`src/rtl/seg_tx_pkg.sv`:
```
package seg_tx_pkg;
    typedef enum logic [1:0] {
        ST_IDLE = 2'd0,
        ST_ADDR = 2'd1,
        ST_XFER = 2'd2
    } tx_state_e;
endpackage

```
`src/rtl/seg_tx_sync.sv`:
```
module seg_tx_sync #(
    parameter int STAGES = 2
) (
    input  logic clk,
    input  logic rst_n,
    input  logic d,
    output logic q
);
    logic [STAGES-1:0] chain_q;

    always_ff @(posedge clk or negedge rst_n) begin
        if (!rst_n) chain_q <= '0;
        else        chain_q <= {chain_q[STAGES-2:0], d};
    end

    assign q = chain_q[STAGES-1];
endmodule

```
`src/rtl/seg_tx_bitsel.sv`:
```
module seg_tx_bitsel #(
    parameter int W     = 8,
    parameter int IDX_W = $clog2(W)
) (
    input  logic [W-1:0]     word,
    input  logic [IDX_W-1:0] idx,
    output logic             bit_o
);
    // idx 0 selects the most significant bit
    always_comb begin
        bit_o = 1'b0;
        for (int i = 0; i < W; i++) begin
            if (idx == IDX_W'(W - 1 - i)) bit_o = word[i];
        end
    end
endmodule

```
`src/rtl/seg_tx_port.sv`:
```
module seg_tx_port
    import seg_tx_pkg::*;
#(
    parameter int DATA_W      = 8,
    parameter int ADDR_W      = 8,
    parameter int SYNC_STAGES = 2
) (
    input  logic              clk,
    input  logic              rst_n,
    input  logic              start,
    input  logic [DATA_W-1:0] dest_id,
    input  logic [ADDR_W-1:0] seg_len,
    input  logic              abort_req,
    output logic [ADDR_W-1:0] rd_addr,
    input  logic [DATA_W-1:0] rd_data,
    input  logic              wait_ack,
    output logic [DATA_W-1:0] id_bus,
    output logic              strobe_n,
    output logic              dsr,
    input  logic              dtr,
    output logic              bit_clk,
    output logic              ser_data,
    output logic              abort_flag
);
    localparam int BIT_W = $clog2(DATA_W);
    localparam logic [BIT_W-1:0] LAST_BIT = BIT_W'(DATA_W - 1);

    typedef struct packed {
        tx_state_e         st;
        logic [DATA_W-1:0] dest;
        logic [ADDR_W-1:0] len;
        logic [ADDR_W-1:0] byte_i;
        logic [BIT_W-1:0]  bit_i;
        logic              clk_lvl;
        logic              ser;
        logic              done;
        logic              abort;
    } regs_t;

    localparam regs_t RESET_VAL = '{
        st:      ST_IDLE,
        dest:    '0,
        len:     '0,
        byte_i:  '0,
        bit_i:   '0,
        clk_lvl: 1'b1,
        ser:     1'b0,
        done:    1'b0,
        abort:   1'b0
    };

    regs_t r_d, r_q;
    logic  dtr_s;
    logic  next_bit;

    seg_tx_sync #(.STAGES(SYNC_STAGES)) u_dtr_sync (
        .clk   (clk),
        .rst_n (rst_n),
        .d     (dtr),
        .q     (dtr_s)
    );

    seg_tx_bitsel #(.W(DATA_W), .IDX_W(BIT_W)) u_bitsel (
        .word  (rd_data),
        .idx   (r_q.bit_i),
        .bit_o (next_bit)
    );

    always_comb begin
        r_d = r_q;
        unique case (r_q.st)
            ST_IDLE: begin
                if (start && (seg_len != '0)) begin
                    r_d.st      = ST_ADDR;
                    r_d.dest    = dest_id;
                    r_d.len     = seg_len;
                    r_d.byte_i  = '0;
                    r_d.bit_i   = '0;
                    r_d.clk_lvl = 1'b1;
                    r_d.done    = 1'b0;
                    r_d.abort   = 1'b0;
                end
            end
            ST_ADDR: begin
                if (abort_req) begin
                    r_d.st    = ST_IDLE;
                    r_d.abort = 1'b1;
                end else if (wait_ack) begin
                    r_d.st = ST_XFER;
                end
            end
            ST_XFER: begin
                if (abort_req) begin
                    r_d.st      = ST_IDLE;
                    r_d.abort   = 1'b1;
                    r_d.clk_lvl = 1'b1;
                end else if (r_q.clk_lvl) begin
                    if (r_q.done) begin
                        r_d.st = ST_IDLE;
                    end else if (dtr_s) begin
                        r_d.clk_lvl = 1'b0;
                        r_d.ser     = next_bit;
                    end
                end else begin
                    r_d.clk_lvl = 1'b1;
                    if (r_q.bit_i == LAST_BIT) begin
                        r_d.bit_i = '0;
                        if (r_q.byte_i == r_q.len - 1'b1) r_d.done = 1'b1;
                        else                              r_d.byte_i = r_q.byte_i + 1'b1;
                    end else begin
                        r_d.bit_i = r_q.bit_i + 1'b1;
                    end
                end
            end
            default: r_d = RESET_VAL;
        endcase
    end

    always_ff @(posedge clk or negedge rst_n) begin
        if (!rst_n) r_q <= RESET_VAL;
        else        r_q <= r_d;
    end

    assign rd_addr    = r_q.byte_i;
    assign id_bus     = (r_q.st == ST_ADDR) ? r_q.dest : '0;
    assign strobe_n   = (r_q.st != ST_ADDR);
    assign dsr        = (r_q.st == ST_XFER);
    assign bit_clk    = r_q.clk_lvl;
    assign ser_data   = r_q.ser;
    assign abort_flag = r_q.abort;
endmodule

```
`config.mk`:
```
export PLATFORM = sky130hd
export DESIGN_NAME = seg_tx_port
export DESIGN_NICKNAME = d
export VERILOG_FILES = /design/src/rtl/seg_tx_pkg.sv /design/src/rtl/seg_tx_sync.sv /design/src/rtl/seg_tx_bitsel.sv /design/src/rtl/seg_tx_port.sv
export SDC_FILE = /design/constraint.sdc
export NUM_CORES = 1
export LEC_CHECK = 0
export BUFFER_PORTS_ARGS = -buffer_cell sky130_fd_sc_hd__clkbuf_2
export CORE_AREA = 8 8 86 65
export DETAILED_ROUTE_END_ITERATION = 7
export DIE_AREA = 0 0 94 73
export GPL_TIMING_DRIVEN = 0
export PLACE_DENSITY = 0.74
export SYNTH_ARGS = -nofsm -noshare
export SYNTH_HDL_FRONTEND = slang
export SYNTH_SLANG_ARGS = --single-unit
```
`constraint.sdc`:
```
create_clock -name clk -period 3.4 [get_ports clk]
set_clock_uncertainty 0.1 [all_clocks]
set_input_delay 0.17 -clock clk [delete_from_list [all_inputs] [get_ports clk]]
set_output_delay 0.17 -clock clk [all_outputs]
set_load 0.02 [all_outputs]
```
Word level (Yosys, flattened, before mapping)
Cells that the tools add are included.
Word-level totals
  word-level logic and storage cells: 91
  flip-flop bits (word level): 35
Cells by class
  equality and inequality tests: 24
  reductions and logical operators: 14
  bitwise gates (word level): 3
  muxes and demuxes: 37
  add/subtract/negate cells: 3
Operators by type and width (count)
  $pmux 12 s3: 1
  $pmux 16 s2: 1
  $mux 30: 1
  $mux 8: 3
  $mux 11: 2
  $mux 2: 9
  $mux 1: 15
  $eq 3x3->1 const B: 4
  $ne 2x1->1 const B: 6
  $reduce_and 6->1: 2
  $ne 2x2->1 const B: 5
  $add 8x1->8 const B: 1
  $eq 8x8->1: 1
  $reduce_and 4->1: 2
  $reduce_bool 8->1: 1
  $sub 8x1->8 const B: 1
  $eq 3x2->1 const B: 2
  $ne 3x2->1 const B: 2
  $pmux 2 s3: 1
  $reduce_and 2->1: 3
  $reduce_and 5->1: 1
  $pmux 1 s2: 2
  $reduce_or 2->1: 2
  $add 3x1->3 const B: 1
  other kinds (10): 12

Longest topological paths before layout
Gate-level depths: netlist (run 1).
  depth after elaboration: 14
  gate-level depth with buffers: 11

Modules after synthesis
A second synthesis (run 1) with hierarchy kept.
Unflattened totals
  cells, all modules: 250
  area, all modules: 2187.1 µm²
By module, submodules not included
  seg_tx_port: seq. area each 827.0 µm², times used 1, cells an instance 245, area an instance 2073.2 µm²
  seg_tx_bitsel: seq. area each 0.0 µm², times used 1, cells an instance 3, area an instance 63.8 µm²
  seg_tx_sync: seq. area each 50.0 µm², times used 1, cells an instance 2, area an instance 50.0 µm²

Worst setup path after synthesis (run 1)
OpenSTA, ideal clock, no wires.
  kind: register -> register
  start point: reg r_q[17] in the netlist's numbering
  end point: reg r_q, in the netlist rd_addr[3]
  data arrival time: 2.198 ns
  library setup time: 0.078 ns
  stages on the path, launching flop included: 10
  data required time: 3.222 ns
  path slack: 1.025 ns
  path through: dfrtp_1 buf_6 or3_4 o31ai_1 a21oi_1 o311ai_2 a21oi_2 buf_6 or3_1 a21oi_1
Between the ends
  cells in the longest elaborated chain, start to end: 4
Ends and longest elaborated chain
  from (decl): line seg_tx_port.sv:52  | regs_t r_d, r_q;
  from (signal assigned): line seg_tx_port.sv:121  | else r_q <= r_d;
  $sub 8x1->8: line seg_tx_port.sv:108  | if (r_q.byte_i == r_q.len - 1'b1) r_d.done = 1'b1;
  $eq 8x8->1: line seg_tx_port.sv:108
  $ne 2x2->1 (no line)
  $reduce_and 6->1 (no line)
Every way passes these cells.
A chain may end at the register's enable or synchronous reset.

Worst setup path after layout (run 1)
  start point: reg r_q[15] in the netlist's numbering
  end point: reg r_q, in the netlist rd_addr[2]
Same word-level chain as after synthesis.

==> impl_summary.log, run 1 <==
[metrics] run status: complete, no violations
[metrics] fraction of the mapped netlist area in compound gates: 18.0%
[metrics] Placeable Area: between 4000 and 5000 µm²
[metrics] residual overflow from global routing: 0
[metrics] routed vias: 1986
[metrics] top flip-flop cell by instance count after synthesis: sky130_fd_sc_hd__dfrtp_1
[metrics] count of boundary I/O pins: 51
[metrics] asr flop ratio synth: 100%
[metrics] number of enable flip-flop cells after synthesis: 0
[metrics] Final nets: between 300 and 400
[metrics] drt first pass iters: 4
[metrics] Hold Path Cell Cnt: 3
[metrics] post-synthesis share of cell area spent on full adders, half adders and majority gates: approximately 6.3%
[metrics] post-synthesis share of cell area spent on xor and xnor gates: ~3.6%
[metrics] die width: roughly 94 µm
[metrics] switch share: 42.5%
[metrics] Syn Inst Count: between 200 and 300
[metrics] ratio of cells with drive above 1 in the final layout: 23.4%
[metrics] nets in the synthesized netlist: slightly below 300
[metrics] count of buffers inserted at the top-level ports: 50
[metrics] wire length of the first global-routing pass: about 8.9 mm
[metrics] total negative slack: 0 ns
[metrics] Worst Path Arrival: around 2.9 ns
[metrics] Critical Path, Cell by Cell: clkbuf_1 -> inv_1 -> ha_1 -> xor2_1 -> o211ai_1 -> nor4b_1 -> o311ai_2 -> a21oi_2 -> buf_6 -> o21ai_0 -> a21oi_1
[metrics] reg-to-reg slack, setup: 0.66 ns
[metrics] H-Tree Depth: 2
[metrics] Slew @ Worst Pin: slightly below 0.9 ns
[metrics] DRC: 0
[metrics] CTS tree: yes
[metrics] CTS Buf Count: 5
[metrics] CP peak stage delay: 0.39 ns
[metrics] effective utilization at floorplan: around 52%
[metrics] power spent charging and discharging nets: between 0.7 and 0.8 mW
[metrics] aggregate global-route resource usage: 15.9%
[metrics] post-detailed-route wirelength per cell: 14.0 µm
[metrics] number of warnings printed during yosys synthesis: 0
[metrics] Site Rows: 20
[metrics] number of unique standard cell types used by synthesis: 47
[metrics] cell family contributing the most delay on the critical path: compound AO/OA/AOI/OAI gates
[metrics] share of power burned in the clock network: a little over a fifth
[metrics] pin count of the biggest net entering global routing: 36
[metrics] DRT antenna net count: 0
[metrics] ant diodes: 0
[metrics] Vert. Die Dim: about 73 µm
[metrics] HPWL Detailed: 3.98 mm
[metrics] fraction of power consumed by combinational cells: a little under half
[metrics] total routed wirelength: about 5.2 mm
[metrics] Min Clock Period, post-route: about 2.7 ns
[metrics] Clock Path Buffers: 2
[metrics] fraction of synthesized area in multiplexers: less than 1%
[metrics] setup slack at placement: approximately 0.70 ns
[metrics] relative slew slack: 41.0%
[metrics] pwr/cell area: about 690 nW/µm²
[metrics] count of buffering cells on the critical path with inverters included: 3
[metrics] WP depth: 11
[metrics] Final Total Pwr: about 1.8 mW
[metrics] DIE AREA: slightly below 7000 µm²
[metrics] cell area after synthesis: 2190 µm²
[metrics] standby leakage power: 1.28 nW
[metrics] type of element launching the critical path: register
[metrics] number of cells on the worst reg-to-reg path: 11
[metrics] buffer cell driving the clock tree root: sky130_fd_sc_hd__clkbuf_8
[metrics] number of maximum-capacitance constraint violations: 0
[metrics] layout overhead on the synthesized area: 20.9%
[metrics] initial antenna violation count: 0
[metrics] Synth Area per Inst: roughly 8.5 µm²
[metrics] data required time of the critical path: 3.52 ns
[metrics] Fill cells: about 400
[metrics] sequential share of power: roughly a third
[metrics] number of max-slew violations in the final report: 0
[metrics] gpl congestion: 0.816
[metrics] Worst VDD drop: 0.000545 V
[metrics] routed vias/inst: about 5.4
[metrics] detailed router's first-iteration violation count: 82
[metrics] area used by multi-input combinational logic: 1150 µm²
[metrics] unrepaired setup endpoints after global routing: no
[metrics] part of the cycle the worst path needs: around four fifths
[metrics] number of hold-slack violations in the final timing report: 0
[metrics] register area: 877 µm²
[metrics] internal power of the cells: around 1.1 mW
[metrics] post-synthesis sequential area ratio: 40.1%
[metrics] main combinational cell family by area after synthesis: simple AND/OR/NAND/NOR gates
[metrics] CTS resizes: 0
[metrics] sort of element at the end of the critical path: register
[metrics] area fraction in and, or, nand and nor cells after synthesis: 24.1%
[metrics] critical path peak fanout: 10
[metrics] highest clock frequency the design can meet: around 370 MHz
[metrics] clock net sink count: 35
[metrics] Worst Slack Setup Final: 0.664 ns
[metrics] Worst Setup Path Type: reg2reg
[metrics] Clk Latency, worst-skew pair: between 0.2 and 0.3 ns
[metrics] clock-pin slew on the worst setup and hold paths: 0.08 ns
[metrics] CP max stage cell: sky130_fd_sc_hd__nor4b_1
[metrics] final number of setup-violating endpoints: 0
[metrics] Synth Register Bits: 35
[metrics] worst min-delay path class: in2reg
[metrics] number of global-route vias before repair: a little under 2000
[placed cells by master (no fill, tap or decap), drive strengths merged, types with 3 or more instances in the layout]
cell,instances
o311ai,3
nor3,5
nand4,5
dfrtp,34
ha,11
buf,10
xnor2,5
nor2,11
and2,10
o21ai,31
a21oi,15
o31ai,3
clkbuf,65
inv,13
xor2,4
nand2,45
or3,9
[cells in the mapped netlist, types with 2 or more instances]
master | n | area [µm²]
sky130_fd_sc_hd__nand2_1 | 45 | 169
sky130_fd_sc_hd__dfrtp_1 | 34 | 851
sky130_fd_sc_hd__o21ai_0 | 30 | 150
sky130_fd_sc_hd__a21oi_1 | 14 | 70.1
sky130_fd_sc_hd__inv_1 | 13 | 48.8
sky130_fd_sc_hd__ha_1 | 11 | 138
sky130_fd_sc_hd__nor2_1 | 11 | 41.3
sky130_fd_sc_hd__and2_1 | 10 | 62.6
sky130_fd_sc_hd__clkbuf_1 | 9 | 33.8
sky130_fd_sc_hd__buf_4 | 8 | 60.1
sky130_fd_sc_hd__or3_1 | 8 | 50.1
sky130_fd_sc_hd__nand4_1 | 5 | 31.3
sky130_fd_sc_hd__xnor2_1 | 5 | 43.8
sky130_fd_sc_hd__nor3_1 | 4 | 20.0
sky130_fd_sc_hd__xor2_1 | 4 | 35.0
sky130_fd_sc_hd__o31ai_1 | 3 | 22.5
sky130_fd_sc_hd__and3_1 | 2 | 12.5
sky130_fd_sc_hd__buf_6 | 2 | 22.5
sky130_fd_sc_hd__nand2b_1 | 2 | 12.5
sky130_fd_sc_hd__nand3_1 | 2 | 10.0
sky130_fd_sc_hd__nand3b_1 | 2 | 15.0
sky130_fd_sc_hd__nor2b_1 | 2 | 12.5
sky130_fd_sc_hd__nor4_1 | 2 | 12.5
sky130_fd_sc_hd__nor4b_1 | 2 | 17.5
sky130_fd_sc_hd__o22a_1 | 2 | 17.5
sky130_fd_sc_hd__o311ai_0 | 2 | 17.5
sky130_fd_sc_hd__or4_1 | 2 | 15.0
[timing repair]
action / 4_1_cts / 5_1_grt
buffers inserted: 0 / 0
hold buffers: 2 / 0
hold endpoints to repair: 35 / 0
[power by group through the flow]
stage                     clock, mW  sequential, mW  combinational (mW)
after floorplan                   0           0.584               0.621
after global placement            0           0.586               0.837
after detailed placement          0           0.590               0.857
after CTS                     0.397           0.583               0.863
after global routing          0.411           0.596               0.975
final                         0.392           0.584               0.855
[logic make-up after synthesis]
kind of cell | count (synthesis)
AND/OR/NAND/NOR | 104
XOR/XNOR | 9
multiplexers | 1
flip-flops | 35
AO/OA/AOI/OAI | 64
buffers and inverters | 32
adder cells (fa/ha/maj) | 11
[worst reg2reg max path, cell delays in order, from the launching register on]
cell and delay, ns:
sky130_fd_sc_hd__dfrtp_1 0.32, sky130_fd_sc_hd__clkbuf_1 0.32, sky130_fd_sc_hd__inv_1 0.08, sky130_fd_sc_hd__ha_1 0.31, sky130_fd_sc_hd__xor2_1 0.16, sky130_fd_sc_hd__o211ai_1 0.11, sky130_fd_sc_hd__nor4b_1 0.39, sky130_fd_sc_hd__o311ai_2 0.26
sky130_fd_sc_hd__a21oi_2 0.26, sky130_fd_sc_hd__buf_6 0.15, sky130_fd_sc_hd__o21ai_0 0.09, sky130_fd_sc_hd__a21oi_1 0.14
[path summary, 6_finish.rpt]
| path | from | endpoint |
|---|---|---|
| max reg2reg | r_q[15]$_DFFE_PN0P_ | rd_addr[2]$_DFFE_PN0P_ |
| min | dest_id[2] | r_q[25]$_DFFE_PN0P_ |
| min reg2reg | u_dtr_sync.chain_q[0]$_DFF_PN0_ | u_dtr_sync.chain_q[1]$_DFF_PN0_ |
| max in group asynchronous | rst_n | r_q[18]$_DFFE_PN0P_ |
| min in group asynchronous | rst_n | rd_addr[5]$_DFFE_PN0P_ |
| max | r_q[15]$_DFFE_PN0P_ | rd_addr[2]$_DFFE_PN0P_ |
[final cells by class]
type	count	share of cell area, %
sequential	35	33.2
tap	55	2.60
timing repair buffer	52	10.2
clock inverter	2	1.32
buffer	19	4.40
inverter	13	1.84
multi-input combinational	189	43.3
clock buffer	6	3.12
[layer usage]
layer	vias to the layer above	global-route usage, %	wire length, µm
met5	-	0	0
met4	0	4.38	13
met3	2	3.91	253
met2	44	25.6	2330
met1	938	20.6	2600
li1	1002	-	-
[metrics by stage]
step	hold slack [ns]	utilization [%]	std cells	area, µm²
after detailed placement	0.184	59.6	361	2510
after global placement	0.180	59.6	361	2510
final	0.0128	62.9	371	2650
after floorplan	-0.226	-	256	2190
after global routing	0.0314	62.9	371	2650
after CTS	0.00635	62.9	371	2650
[registers in the layout (all words and copies together), names as in the netlist]
register and flops:
u_dtr_sync.chain_q 2, bit_clk 1, r_q 22, abort_flag 1, ser_data 1, rd_addr 8
Note: power is estimated with default switching activity, not from simulation.
==> inputs of run 2 (changes only) <==
- clock period: 3.4 -> 2.7 ns (I/O delays scaled with it)
==> impl_summary.log, run 2 (synthesis gave the netlist of run 1 again) <==
[metrics] initial antenna violation count: 0 (unchanged)
[metrics] Final Total Pwr: 2.37 mW (+30%)
[metrics] wire length of the first global-routing pass: 9.35 mm (+5.4%)
[metrics] CP max stage cell: sky130_fd_sc_hd__o311ai_4
[metrics] standby leakage power: 1.35 nW (+5.7%)
[metrics] H-Tree Depth: 2 (unchanged)
[metrics] reg-to-reg slack, setup: 0.12 ns (-0.54 ns)
[metrics] DRC: 0 (unchanged)
[metrics] CTS Buf Count: 5 (unchanged)
[metrics] aggregate global-route resource usage: 16.9% (+0.96 points)
[metrics] CP peak stage delay: 0.40 ns (about the same)
[metrics] type of element launching the critical path: register
[metrics] Clock Path Buffers: 2 (unchanged)
[metrics] effective utilization at floorplan: 52.1% (unchanged)
[metrics] sort of element at the end of the critical path: register
[metrics] ratio of cells with drive above 1 in the final layout: 24.7% (+1.3 points)
[metrics] drt first pass iters: 4 (unchanged)
[metrics] endpoint of the worst register-to-register path: rd_addr[3]$_DFFE_PN0P_
[metrics] post-detailed-route wirelength per cell: 14.4 µm (+3.0%)
[metrics] Critical Path, Cell by Cell: buf_6 -> or3_4 -> o31ai_1 -> a21oi_1 -> o311ai_4 -> a21oi_2 -> buf_6 -> or3_1 -> a21oi_1
[metrics] critical hold path startpoint: seg_len[4]
[metrics] clock-pin slew on the worst setup and hold paths: 0.08 ns (about the same)
[metrics] Worst Path Arrival: 2.70 ns (-0.15 ns)
[metrics] die width: 94 µm (unchanged)
[metrics] part of the cycle the worst path needs: 95.5% (+15 points)
[metrics] routed vias: 2086 (+5.0%)
[metrics] run status: complete, no violations
[metrics] Hold Path Cell Cnt: 3 (unchanged)
[metrics] pin count of the biggest net entering global routing: 36 (unchanged)
[metrics] Clk Latency, worst-skew pair: 0.29 ns (about the same)
[metrics] critical path peak fanout: 10 (unchanged)
[metrics] highest-count cells in the layout ignoring fill and taps: sky130_fd_sc_hd__clkbuf_2, sky130_fd_sc_hd__nand2_1, sky130_fd_sc_hd__dfrtp_1
[metrics] r2r startpoint: r_q[17]$_DFFE_PN0P_
[metrics] pwr/cell area: 841 nW/µm² (+22%)
[metrics] layout overhead on the synthesized area: 29.0%
[metrics] total negative slack: 0 ns (unchanged)
[metrics] final standard cell count with taps included and fillers excluded: 387 (+4.3%)
[metrics] register containing the most flip-flops in the final layout: r_q
[metrics] worst min-delay path class: in2reg
[metrics] Worst VDD drop: 0.000692 V (+27%)
[metrics] Placeable Area: 4200 µm² (unchanged)
[metrics] count of buffering cells on the critical path with inverters included: 2 (-1)
[metrics] highest clock frequency the design can meet: 388 MHz (+6.1%)
[metrics] Slew @ Worst Pin: 0.864 ns (-0.0208 ns)
[metrics] Final Cell Area: 2820 µm² (+6.7%)
[metrics] Final nets: 372 (+4.5%)
[metrics] data required time of the critical path: 2.82 ns (-0.70 ns)
[metrics] cell family contributing the most delay on the critical path: compound AO/OA/AOI/OAI gates
[metrics] leading cell type in the layout, fill and taps excluded: sky130_fd_sc_hd__clkbuf_2
[metrics] clock net sink count: 35 (unchanged)
[metrics] number of maximum-capacitance constraint violations: 0 (unchanged)
[metrics] HPWL Detailed: 3.98 mm (unchanged)
[metrics] number of flip-flops in the largest register: 22 (unchanged)
[metrics] Final Hold Slack: 0.00468 ns (-0.00807 ns)
[metrics] relative slew slack: 42.4% (+1.4 points)
[metrics] routed vias/inst: 5.39 (+0.69%)
[metrics] DRT antenna net count: 0 (unchanged)
[metrics] count of buffers inserted at the top-level ports: 50 (unchanged)
[metrics] number of max-slew violations in the final report: 0 (unchanged)
[metrics] number of hold-slack violations in the final timing report: 0 (unchanged)
[metrics] number of global-route vias before repair: 2020 (+3.4%)
[metrics] Fill cells: 372 (-5.8%)
[metrics] number of instances in the placed design: 361 (unchanged)
[metrics] buffer cell driving the clock tree root: sky130_fd_sc_hd__clkbuf_8
[metrics] Site Rows: 20 (unchanged)
[metrics] residual overflow from global routing: 0 (unchanged)
[metrics] post-detailed-placement cell area: 2510 µm² (unchanged)
[metrics] final number of setup-violating endpoints: 0 (unchanged)
[metrics] Vert. Die Dim: 73 µm (unchanged)
[metrics] CTS tree: yes
[metrics] gpl congestion: 0.816 (unchanged)
[metrics] number of cells on the worst reg-to-reg path: 9 (-2)
[metrics] end of the worst hold path: r_q[19]$_DFFE_PN0P_
[metrics] Worst Setup Path Type: reg2reg
[metrics] DIE AREA: 6860 µm² (unchanged)
[metrics] ant diodes: 0 (unchanged)
[metrics] total routed wirelength: 5.59 mm (+7.5%)
[metrics] detailed router's first-iteration violation count: 110 (+34%)
[metrics] count of boundary I/O pins: 51 (unchanged)
[metrics] Min Clock Period, post-route: 2.58 ns (-0.157 ns)
run 2: changes by cell type in the layout (fill, tap and decap cells not counted):
cell and change:
sky130_fd_sc_hd__clkbuf_1 -1, sky130_fd_sc_hd__ha_2 +1, sky130_fd_sc_hd__o311ai_2 -1, sky130_fd_sc_hd__dfrtp_1 -2
sky130_fd_sc_hd__o311ai_4 +1, sky130_fd_sc_hd__ha_1 -1, sky130_fd_sc_hd__nor4b_1 -1, sky130_fd_sc_hd__nor4b_2 +1
sky130_fd_sc_hd__buf_4 +4, sky130_fd_sc_hd__dfrtp_2 +2, sky130_fd_sc_hd__dlygate4sd3_1 +13
run 2: routing by layer:
layer	wire, µm	GRT usage (%)	vias to the layer above
li1	-	-	1034
met4	62	5.08	0
met2	2620	27.9	66
met3	330	4.32	6
met1	2580	21.0	980
met5	0	0	-
run 2: worst reg2reg max path, stage by stage, from the launching register on:
cell                       delay, ns
sky130_fd_sc_hd__dfrtp_1        0.37
sky130_fd_sc_hd__buf_6          0.14
sky130_fd_sc_hd__or3_4          0.39
sky130_fd_sc_hd__o31ai_1        0.20
sky130_fd_sc_hd__a21oi_1        0.14
sky130_fd_sc_hd__o311ai_4       0.41
sky130_fd_sc_hd__a21oi_2        0.14
sky130_fd_sc_hd__buf_6          0.16
sky130_fd_sc_hd__or3_1          0.34
sky130_fd_sc_hd__a21oi_1        0.15
run 2: repair_timing:
action | CTS | global route
hold buffers | 15 | 0
setup buffers | 0 | 4
endpoints found under the setup margin | 6 | 6
pin swaps | 0 | 2
gates resized for setup | 0 | 5
endpoints found under the hold margin | 48 | 0
run 2: worst max path at each step:
stage | from | to | slack [ns] | cells after the start
finish | r_q[17]$_DFFE_PN0P_ | rd_addr[3]$_DFFE_PN0P_ | 0.12 | 9
global route | r_q[16]$_DFFE_PN0P_ | rd_addr[4]$_DFFE_PN0P_ | -0.02 | 10
CTS | r_q[17]$_DFFE_PN0P_ | rd_addr[3]$_DFFE_PN0P_ | 0.06 | 9
detailed placement | r_q[15]$_DFFE_PN0P_ | rd_addr[3]$_DFFE_PN0P_ | -0.004 | 11
global placement | r_q[15]$_DFFE_PN0P_ | rd_addr[6]$_DFFE_PN0P_ | -0.02 | 11
floorplan | r_q[17]$_DFFE_PN0P_ | rd_addr[3]$_DFFE_PN0P_ | 0.32 | 9
run 2: cell type report:
cell class / count / area [µm²] / share of cell area [%]
multi-input cells: 189 / 1160 / 41.3
flip-flops and latches: 35 / 880 / 31.2
repair buffers: 69 / 430 / 15.2
plain buffers: 18 / 113 / 3.99
clock buffers: 6 / 82.6 / 2.93
well taps: 55 / 68.8 / 2.44
inverters: 13 / 48.8 / 1.73
clock inverters: 2 / 35.0 / 1.24
run 2: where the power goes:
group          internal, mW  total (mW)  leakage, nW  switching (mW)
combinational         0.423        1.14        0.830           0.714
sequential            0.646       0.746        0.460          0.0996
clock                 0.299       0.492       0.0612           0.193
run 2: through the flow:
stage	util (%)	worst slack (ns)
after floorplan	-	0.325
after global placement	59.6	-0.0214
after detailed placement	59.6	-0.00385
after CTS	65.9	0.0557
after global routing	67.1	-0.0188
final	67.1	0.121
